[src/rtl/usb_pkg.sv]
package usb_pkg;
  localparam int SIDES       = 4;
  localparam int OUT_CFG_W   = 2;
  localparam int TRACK_CFG_W = SIDES * OUT_CFG_W;

  typedef enum int {SIDE_N = 0, SIDE_E = 1, SIDE_S = 2, SIDE_W = 3} side_e;

  function automatic int sel_pos(side_e s);
    return int'(s) * OUT_CFG_W;
  endfunction

  function automatic int en_pos(side_e s);
    return int'(s) * OUT_CFG_W + 1;
  endfunction
endpackage

[src/rtl/usb_cfg_chain.sv]
module usb_cfg_chain #(
  parameter int LEN = 8
) (
  input  logic           clk,
  input  logic           rst_n,
  input  logic           shift_en,
  input  logic           ser_in,
  output logic [LEN-1:0] q,
  output logic           ser_out
);
  always_ff @(posedge clk or negedge rst_n) begin
    if (!rst_n)        q <= '0;
    else if (shift_en) q <= {q[LEN-2:0], ser_in};
  end

  assign ser_out = q[LEN-1];
endmodule

[src/rtl/usb_out_mux.sv]
module usb_out_mux #(
  parameter int W = 1
) (
  input  logic [W-1:0] a,
  input  logic [W-1:0] b,
  input  logic         sel,
  input  logic         en,
  output logic [W-1:0] y
);
  always_comb begin
    if (!en)     y = '0;
    else if (sel) y = b;
    else          y = a;
  end
endmodule

[src/rtl/usb_track_sw.sv]
module usb_track_sw
  import usb_pkg::*;
#(
  parameter int W   = 1,
  parameter bit ODD = 1'b0
) (
  input  logic [W-1:0]             n_i,
  input  logic [W-1:0]             e_i,
  input  logic [W-1:0]             s_i,
  input  logic [W-1:0]             w_i,
  input  logic [TRACK_CFG_W-1:0]   cfg,
  output logic [W-1:0]             n_o,
  output logic [W-1:0]             e_o,
  output logic [W-1:0]             s_o,
  output logic [W-1:0]             w_o
);
  localparam int NS = sel_pos(SIDE_N), NE = en_pos(SIDE_N);
  localparam int ES = sel_pos(SIDE_E), EE = en_pos(SIDE_E);
  localparam int SS = sel_pos(SIDE_S), SE = en_pos(SIDE_S);
  localparam int WS = sel_pos(SIDE_W), WE = en_pos(SIDE_W);

  generate
    if (!ODD) begin : g_type_a
      usb_out_mux #(.W(W)) u_n (.a(e_i), .b(w_i), .sel(cfg[NS]), .en(cfg[NE]), .y(n_o));
      usb_out_mux #(.W(W)) u_e (.a(n_i), .b(w_i), .sel(cfg[ES]), .en(cfg[EE]), .y(e_o));
      usb_out_mux #(.W(W)) u_s (.a(w_i), .b(e_i), .sel(cfg[SS]), .en(cfg[SE]), .y(s_o));
      usb_out_mux #(.W(W)) u_w (.a(s_i), .b(e_i), .sel(cfg[WS]), .en(cfg[WE]), .y(w_o));
    end else begin : g_type_b
      usb_out_mux #(.W(W)) u_n (.a(w_i), .b(s_i), .sel(cfg[NS]), .en(cfg[NE]), .y(n_o));
      usb_out_mux #(.W(W)) u_e (.a(w_i), .b(s_i), .sel(cfg[ES]), .en(cfg[EE]), .y(e_o));
      usb_out_mux #(.W(W)) u_s (.a(e_i), .b(n_i), .sel(cfg[SS]), .en(cfg[SE]), .y(s_o));
      usb_out_mux #(.W(W)) u_w (.a(n_i), .b(e_i), .sel(cfg[WS]), .en(cfg[WE]), .y(w_o));
    end
  endgenerate
endmodule

[src/rtl/uni_switch_box.sv]
module uni_switch_box
  import usb_pkg::*;
#(
  parameter int N_BIT  = 12,
  parameter int N_WORD = 12,
  parameter int WORD_W = 4
) (
  input  logic                       clk,
  input  logic                       rst_n,
  input  logic                       cfg_shift,
  input  logic                       cfg_in,
  output logic                       cfg_out,
  input  logic [N_BIT-1:0]           n_bit_in,
  input  logic [N_BIT-1:0]           e_bit_in,
  input  logic [N_BIT-1:0]           s_bit_in,
  input  logic [N_BIT-1:0]           w_bit_in,
  input  logic [N_WORD*WORD_W-1:0]   n_word_in,
  input  logic [N_WORD*WORD_W-1:0]   e_word_in,
  input  logic [N_WORD*WORD_W-1:0]   s_word_in,
  input  logic [N_WORD*WORD_W-1:0]   w_word_in,
  output logic [N_BIT-1:0]           n_bit_out,
  output logic [N_BIT-1:0]           e_bit_out,
  output logic [N_BIT-1:0]           s_bit_out,
  output logic [N_BIT-1:0]           w_bit_out,
  output logic [N_WORD*WORD_W-1:0]   n_word_out,
  output logic [N_WORD*WORD_W-1:0]   e_word_out,
  output logic [N_WORD*WORD_W-1:0]   s_word_out,
  output logic [N_WORD*WORD_W-1:0]   w_word_out
);
  localparam int TRACKS  = N_BIT + N_WORD;
  localparam int CFG_LEN = TRACKS * TRACK_CFG_W;

  logic [CFG_LEN-1:0] cfg_q;

  usb_cfg_chain #(.LEN(CFG_LEN)) u_chain (
    .clk      (clk),
    .rst_n    (rst_n),
    .shift_en (cfg_shift),
    .ser_in   (cfg_in),
    .q        (cfg_q),
    .ser_out  (cfg_out)
  );

  genvar gi;
  generate
    for (gi = 0; gi < N_BIT; gi++) begin : g_bit
      usb_track_sw #(.W(1), .ODD(gi % 2 == 1)) u_sw (
        .n_i (n_bit_in[gi]), .e_i (e_bit_in[gi]),
        .s_i (s_bit_in[gi]), .w_i (w_bit_in[gi]),
        .cfg (cfg_q[gi*TRACK_CFG_W +: TRACK_CFG_W]),
        .n_o (n_bit_out[gi]), .e_o (e_bit_out[gi]),
        .s_o (s_bit_out[gi]), .w_o (w_bit_out[gi])
      );
    end
    for (gi = 0; gi < N_WORD; gi++) begin : g_word
      usb_track_sw #(.W(WORD_W), .ODD(gi % 2 == 1)) u_sw (
        .n_i (n_word_in[gi*WORD_W +: WORD_W]), .e_i (e_word_in[gi*WORD_W +: WORD_W]),
        .s_i (s_word_in[gi*WORD_W +: WORD_W]), .w_i (w_word_in[gi*WORD_W +: WORD_W]),
        .cfg (cfg_q[(N_BIT+gi)*TRACK_CFG_W +: TRACK_CFG_W]),
        .n_o (n_word_out[gi*WORD_W +: WORD_W]), .e_o (e_word_out[gi*WORD_W +: WORD_W]),
        .s_o (s_word_out[gi*WORD_W +: WORD_W]), .w_o (w_word_out[gi*WORD_W +: WORD_W])
      );
    end
  endgenerate
endmodule

[config.mk]
export PLATFORM = sky130hd
export DESIGN_NAME = uni_switch_box
export DESIGN_NICKNAME = d
export VERILOG_FILES = /design/src/rtl/usb_pkg.sv /design/src/rtl/usb_cfg_chain.sv /design/src/rtl/usb_out_mux.sv /design/src/rtl/usb_track_sw.sv /design/src/rtl/uni_switch_box.sv
export SDC_FILE = /design/constraint.sdc
export NUM_CORES = 1
export LEC_CHECK = 0
export BUFFER_PORTS_ARGS = -buffer_cell sky130_fd_sc_hd__buf_2
export CORE_AREA = 2 2 188 190
export CTS_CLUSTER_SIZE = 25
export DETAILED_ROUTE_END_ITERATION = 12
export DIE_AREA = 0 0 190 192
export PLACE_DENSITY = 0.71
export SLEW_MARGIN = 20
export SYNTH_ARGS = -nofsm -noshare
export SYNTH_HDL_FRONTEND = slang
export SYNTH_HIERARCHICAL = 1
export SYNTH_SLANG_ARGS = --single-unit
export TNS_END_PERCENT = 5
[constraint.sdc]
create_clock -name clk -period 1.15 [get_ports clk]
set_clock_uncertainty 0.2 [all_clocks]
set_input_delay 0 -clock clk [delete_from_list [all_inputs] [get_ports clk]]
set_output_delay 0 -clock clk [all_outputs]
set_load 0.01 [all_outputs]
==> reports/metrics.csv, run 1 <==
stage,metric,value,unit
layout,layout_common_cells,"sky130_fd_sc_hd__buf_2 (475), sky130_fd_sc_hd__mux2i_1 (238), sky130_fd_sc_hd__nor2b_1 (236)",
synthesis,ys.warnings.count,6,
sta,timing_hold_violations_final,98,
die,rows,68,
global_route,grt_use_met1,0.1913,
synthesis,post_synthesis_cell_area,0.01165,mm²
global_route,wire_length_of_the_first_global_routing_pass,47200,µm
placed_design,port_buffers,484,
die,die_h,192,µm
global_route,gr-usage-met3,0.04221,
detailed_routing,detail_route.iter0.violations,210,
die,floorplan.initialDensity,0.3397,
global_route,grt_pass1_vias,8912,
sta,clock.fmax,616.0,MHz
critical_path,timing.critical_path.arrival,1.42,ns
cts,clk_latency,0.44,ns
pwr,cellPowerDensity,1055,mW/mm²
cts,ctsRootBufferMaster,sky130_fd_sc_hd__clkbuf_16,
pwr,static-leakage-power,7.361,nW
sta,grt_setup_unrepaired,true,
cts,clock_tree_buffer_depth,2,
pwr,ir_worst_vdd,0.001306,V
sta,postLayoutSetupSlackWorst,-0.4735,ns
placed_design,detailedPlacementHpwl,24600,µm
layout,largest_register_ff_count,192,
layout,largest_register,u_chain/q,
global_route,grt_most_used_layer,met2,
detailed_routing,totalWireLength,31010,µm
synthesis,syn_avg_cell_area,12.47,µm²
layout,largest_registers,u_chain/q x192,
layout,area_growth,28.29,%
sta,timing.final.crit_share,1.412,
critical_path,critical_path_required,0.95,ns
detailed_routing,drt_drc_violations_left,0,
detailed_routing,ant_nets,0,
synthesis,synthesis.nets,1178,
sta,timing.final.max_slew_violations,0,
global_route,initial_antenna_violation_count,3,
sta,setup_viol,247,
layout,commonest_non_fill_non_tap_cell_in_the_layout,sky130_fd_sc_hd__buf_2,
critical_path,critPathCaptureType,output pin,
layout,drive_gt1_frac,0.5616,
sta,hold-worst-slack,-0.2061,ns
cts,htree_num_levels,4,
sta,tightestPinTransition,0.3493,ns
detailed_routing,detailedRoute.firstPassIterationCount,4,
die,chipWidth,190,µm
detailed_routing,avgViaCountPerCell,4.657,
synthesis,synth.ff_latch_count,192,
layout,final_nets,1643,
critical_path,cp-start-kind,register,
sta,period_minus_slack,1.623,ns
detailed_routing,route.vias.total,8700,
placed_design,globalplace.congestion,0.7728,
cts,postCtsHoldBufs,2,
synthesis,yosys.cell_types.count,7,
global_route,grt_max_degree,37,
job,max-cap-violations,0,
die,core-area,0.03429,mm²
cts,clkTransAtPathRegs,0.07,ns
critical_path,highest_net_fanout_along_the_worst_path,5,
die,num_io_pins,485,
cts,cts-buffers-inserted,17,
die,dieArea,0.03648,mm²
sta,max_slew_headroom,0.7671,
outcome,violated_checks,"hold timing, setup timing",
outcome,outcome,finished with violations,
pwr,overall_power,15.77,mW
placed_design,dpl_worst_slack,-0.1377,ns
critical_path,criticalPathCategory,register to output pin,
sta,final.setup.tns,-81.31,ns
min_path,hp-class,input pin to register,
cts,clkSinkCount,192,
global_route,globalRoute.totalOverflow,0,
detailed_routing,routed_wire_length_per_instance,16.60,µm
cts,cts_tree,yes,
synthesis,synth.yosys.seq_area_share,0.4125,
global_route,gr-usage-met2,0.2974,
global_route,globalRouteTotalUtil,0.1625,
layout,fin_util,0.4358,
synthesis,synthesis.instances,934,
## report_power, final
| part | internal [mW] | switching (mW) | total [mW] |
|---|---|---|---|
| clock | 2.99 | 2.99 | 5.98 |
| sequential | 7.19 | 0.359 | 7.55 |
| combinational | 1.27 | 0.974 | 2.24 |
| total | 11.4 | 4.32 | 15.8 |
## cells by family after synthesis
group | count (synthesis) | synth area share
DFF | 192 | 0.4125
muxes | 432 | 0.3918
buffers and inverters | 70 | 0.06681
and+or+nand+nor | 240 | 0.1289
## metal layers
metal  up-vias  part of all wire
li1       4159                 -
met1      4257              0.41
met2       255              0.52
met3        25             0.060
met4         4            0.0094
met5         -           0.00097
## Yosys cell counts
| cell | instances | share of area |
|---|---|---|
| sky130_fd_sc_hd__nor2b_1 | 240 | 0.13 |
| sky130_fd_sc_hd__mux2i_1 | 240 | 0.21 |
| sky130_fd_sc_hd__buf_6 | 68 | 0.066 |
| sky130_fd_sc_hd__buf_2 | 1 | 0.00043 |
| sky130_fd_sc_hd__buf_4 | 1 | 0.00064 |
| sky130_fd_sc_hd__dfrtp_1 | 192 | 0.41 |
| sky130_fd_sc_hd__mux2_2 | 192 | 0.19 |
## path summary, 6_finish.rpt
check / start / to / slack (ns) / cells past startpoint
worst max-delay path: u_chain/q[154] / e_word_out[28] / -0.47 / 3
worst min-delay path: cfg_shift / u_chain/q[73] / -0.21 / 2
worst max register to register: u_chain/q[154] / u_chain/q[155] / -0.04 / 2
worst min register to register: u_chain/q[7] / u_chain/q[8] / 0.32 / 1
max in group asynchronous: rst_n / u_chain/q[156] / 0.38 / 3
min in group asynchronous: rst_n / u_chain/q[50] / -0.17 / 2
## metrics by stage
stage	instance area [µm²]	std cells
floorplan	11650	934
global placement	14170	1829
detailed placement	14170	1829
CTS	14910	1866
global route	14940	1867
finish	14940	1868
## worst max-delay path: stages (launching register included)
cell                      delay, ns
sky130_fd_sc_hd__dfrtp_2       0.46
sky130_fd_sc_hd__mux2i_1       0.14
sky130_fd_sc_hd__nor2b_1       0.21
sky130_fd_sc_hd__buf_2         0.18
## area by class of cell
class	count	area [µm²]
Fill cell	3213	19340
Multi-Input combinational cell	672	6083
Sequential cell	192	4866
Timing Repair Buffer	516	2823
Tap cell	455	569.3
Clock buffer	18	439.2
Clock inverter	14	161.4
Antenna cell	1	2.502
## timing repair
action | 4_1_cts | 5_1_grt
endpoints found under the setup margin | 241 | 249
resized for setup | 61 | 3
buffers inserted | 3 | 1
hold endpoints to repair | 272 | 64
Power figures use the tool's default switching activity.
==> inputs of run 2 (changes only) <==
- CORE_AREA: 2 2 188 190 -> 5 5 185 187
- PLACE_DENSITY: 0.71 -> 0.74
- clock period: 1.15 -> 1.7 ns (I/O delays scaled with it)
==> reports/metrics.csv, run 2 (synthesis gave the netlist of run 1 again) <==
stage,metric,value,unit,change
detailed_routing,ant_nets,0,,unchanged
layout,largest_register_ff_count,192,,unchanged
detailed_routing,totalWireLength,32620,µm,was 31010 µm
sta,tightestPinTransition,0.5688,ns,was 0.3493 ns
placed_design,port_buffers,484,,unchanged
placed_design,globalplace.congestion,0.8885,,was 0.7728
critical_path,cp_slowest_cell,sky130_fd_sc_hd__dfrtp_2,,unchanged
placed_design,detailedPlacementHpwl,26020,µm,was 24600 µm
layout,commonest_non_fill_non_tap_cell_in_the_layout,sky130_fd_sc_hd__buf_2,,unchanged
sta,clock.fmax,597.1,MHz,
detailed_routing,drt_drc_violations_left,0,,unchanged
global_route,grt_pass1_vias,9336,,was 8912
critical_path,cp-start-kind,register,,unchanged
cts,cts_tree,yes,,unchanged
sta,timing.final.crit_share,0.9851,,
min_path,hp-class,input pin to output pin,,was input pin to register
critical_path,highest_net_fanout_along_the_worst_path,6,,was 5
critical_path,worstReg2RegStart,u_chain/q[122],,was u_chain/q[154]
detailed_routing,routed_wire_length_per_instance,17.69,µm,was 16.60 µm
cts,htree_num_levels,4,,unchanged
min_path,hold_path_startpoint,n_bit_in[0],,was cfg_shift
cts,clkTransAtPathRegs,0.07,ns,about the same
layout,largest_registers,u_chain/q x192,,unchanged
global_route,wire_length_of_the_first_global_routing_pass,50050,µm,was 47200 µm
pwr,overall_power,10.83,mW,was 15.77 mW
cts,clk_latency,0.42,ns,was 0.44 ns
layout,drive_gt1_frac,0.5300,,was 0.5616
critical_path,critPathCaptureType,output pin,,unchanged
cts,post_cts_buffers,0,,was 3
cts,cts-buffers-inserted,17,,unchanged
global_route,initial_antenna_violation_count,0,,was 3
detailed_routing,route.vias.total,8775,,was 8700
layout,layout.filler_cells,3011,,was 3213
sta,period_minus_slack,1.675,ns,
cts,ctsRootBufferMaster,sky130_fd_sc_hd__clkbuf_16,,unchanged
layout,final_nets,1633,,was 1643
global_route,globalRouteTotalUtil,0.1690,,was 0.1625
sta,max_slew_headroom,0.6208,,was 0.7671
global_route,grt_max_degree,58,,was 37
pwr,static-leakage-power,7.384,nW,was 7.361 nW
critical_path,worst_r2r_path_depth,1,,was 2
layout,largest_register,u_chain/q,,unchanged
critical_path,critical_path_required,1.50,ns,was 0.95 ns
sta,grt_setup_unrepaired,true,,unchanged
min_path,hold-path-cell-count,4,,was 2
cts,clkSinkCount,192,,unchanged
min_path,hold_path_end,e_bit_out[0],,was u_chain/q[73]
detailed_routing,avgViaCountPerCell,4.759,,was 4.657
global_route,globalRoute.totalOverflow,0,,unchanged
die,core-area,0.03229,mm²,was 0.03429 mm²
critical_path,timing.reg2reg.setup_slack,0.58,ns,was -0.04 ns
critical_path,critical_path.cell_chain,"mux2i_2, nor2b_1, buf_2",,"was mux2i_1, nor2b_1, buf_2"
sta,timing.final.max_slew_violations,0,,unchanged
sta,timing_hold_violations_final,0,,was 98
critical_path,critical_path.reg2reg.endpoint,u_chain/q[123],,was u_chain/q[155]
sta,setup_viol,0,,was 247
layout,antenna_cells_inserted,0,,was 1
critical_path,cp_slowest_stage_delay,0.49,ns,was 0.46 ns
die,floorplan.initialDensity,0.3608,,was 0.3397
critical_path,timing.critical_path.arrival,1.47,ns,was 1.42 ns
die,rows,66,,was 68
detailed_routing,detailedRoute.firstPassIterationCount,4,,unchanged
sta,final.setup.tns,0,ns,was -81.31 ns
detailed_routing,detail_route.iter0.violations,259,,was 210
job,max-cap-violations,0,,unchanged
die,dieArea,0.03648,mm²,unchanged
layout,layout_common_cells,"sky130_fd_sc_hd__buf_2 (480), sky130_fd_sc_hd__mux2i_1 (237), sky130_fd_sc_hd__nor2b_1 (237)",,"was sky130_fd_sc_hd__buf_2 (475), sky130_fd_sc_hd__mux2i_1 (238), sky130_fd_sc_hd__nor2b_1 (236)"
die,chipWidth,190,µm,unchanged
cts,clock_tree_buffer_depth,2,,unchanged
pwr,ir_worst_vdd,0.0007008,V,was 0.001306 V
layout,area_growth,27.16,%,was 28.29%
die,num_io_pins,485,,unchanged
critical_path,criticalPathCategory,register to output pin,,unchanged
pwr,cellPowerDensity,730.9,mW/mm²,was 1055 mW/mm²
die,die_h,192,µm,unchanged
outcome,outcome,finished clean,,was finished with violations
==> run 2: power by group <==
group	internal (mW)	switching, mW	total (mW)
Combinational	0.861	0.697	1.56
Sequential	4.86	0.254	5.12
Clock	2.06	2.09	4.15
Total	7.79	3.04	10.8
==> run 2: what timing repair did <==
action | in CTS | in global routing
cloned | 0 | 0
pin swaps | 0 | 0
endpoints found under the setup margin | 7 | 16
hold buffers | 4 | 0
gates resized for setup | 7 | 12
endpoints found under the hold margin | 214 | 0
==> run 2: worst max-delay path, delay by kind of cell, from the launching register on <==
kind | cells | cell delay [ns]
flops | 1 | 0.49
simple gates | 1 | 0.08
mux | 1 | 0.34
buf+inv | 1 | 0.16
==> run 2: per-layer routing <==
| layer | GRT usage | vias to the layer above | part of all wire |
|---|---|---|---|
| li1 | - | 4126 | - |
| met1 | 0.2020 | 4284 | 0.40 |
| met2 | 0.2977 | 313 | 0.50 |
| met3 | 0.03653 | 52 | 0.063 |
| met4 | 0.06566 | 0 | 0.032 |
| met5 | 0 | - | 0 |
==> run 2: cell type report <==
type / instances / area [µm²] / share of cell area
Sequential cell: 192 / 4818 / 0.3253
Clock buffer: 18 / 439.2 / 0.02965
Multi-Input combinational cell: 672 / 6085 / 0.4108
Clock inverter: 14 / 185.2 / 0.01250
Timing Repair Buffer: 506 / 2733 / 0.1845
Tap cell: 442 / 553.0 / 0.03733
==> run 2: worst max path at each step <==
stage          cells past startpoint            from  slack, ns        endpoint
2_1_floorplan                      3   u_chain/q[98]       0.70   e_word_out[0]
3_3_place_gp                       3  u_chain/q[158]       0.39  w_word_out[30]
3_5_place_dp                       3  u_chain/q[158]       0.33  w_word_out[28]
4_1_cts                            3  u_chain/q[158]      -0.04  w_word_out[30]
5_1_grt                            3  u_chain/q[158]      -0.05  w_word_out[28]
6_report                           3  u_chain/q[158]       0.03  w_word_out[28]
==> run 2: per-stage QoR <==
step | instance area [µm²] | instances | setup WS [ns] | util | hold WS [ns]
after floorplan | 11650 | 934 | 0.7046 | - | -0.4956
after global placement | 14110 | 1808 | 0.3867 | 0.4370 | -0.1744
after detailed placement | 14110 | 1808 | 0.3333 | 0.4370 | -0.1718
after CTS | 14790 | 1844 | -0.03832 | 0.4581 | 0.1506
after global routing | 14810 | 1844 | -0.04691 | 0.4588 | 0.1683
final | 14810 | 1844 | 0.02529 | 0.4588 | 0.1471
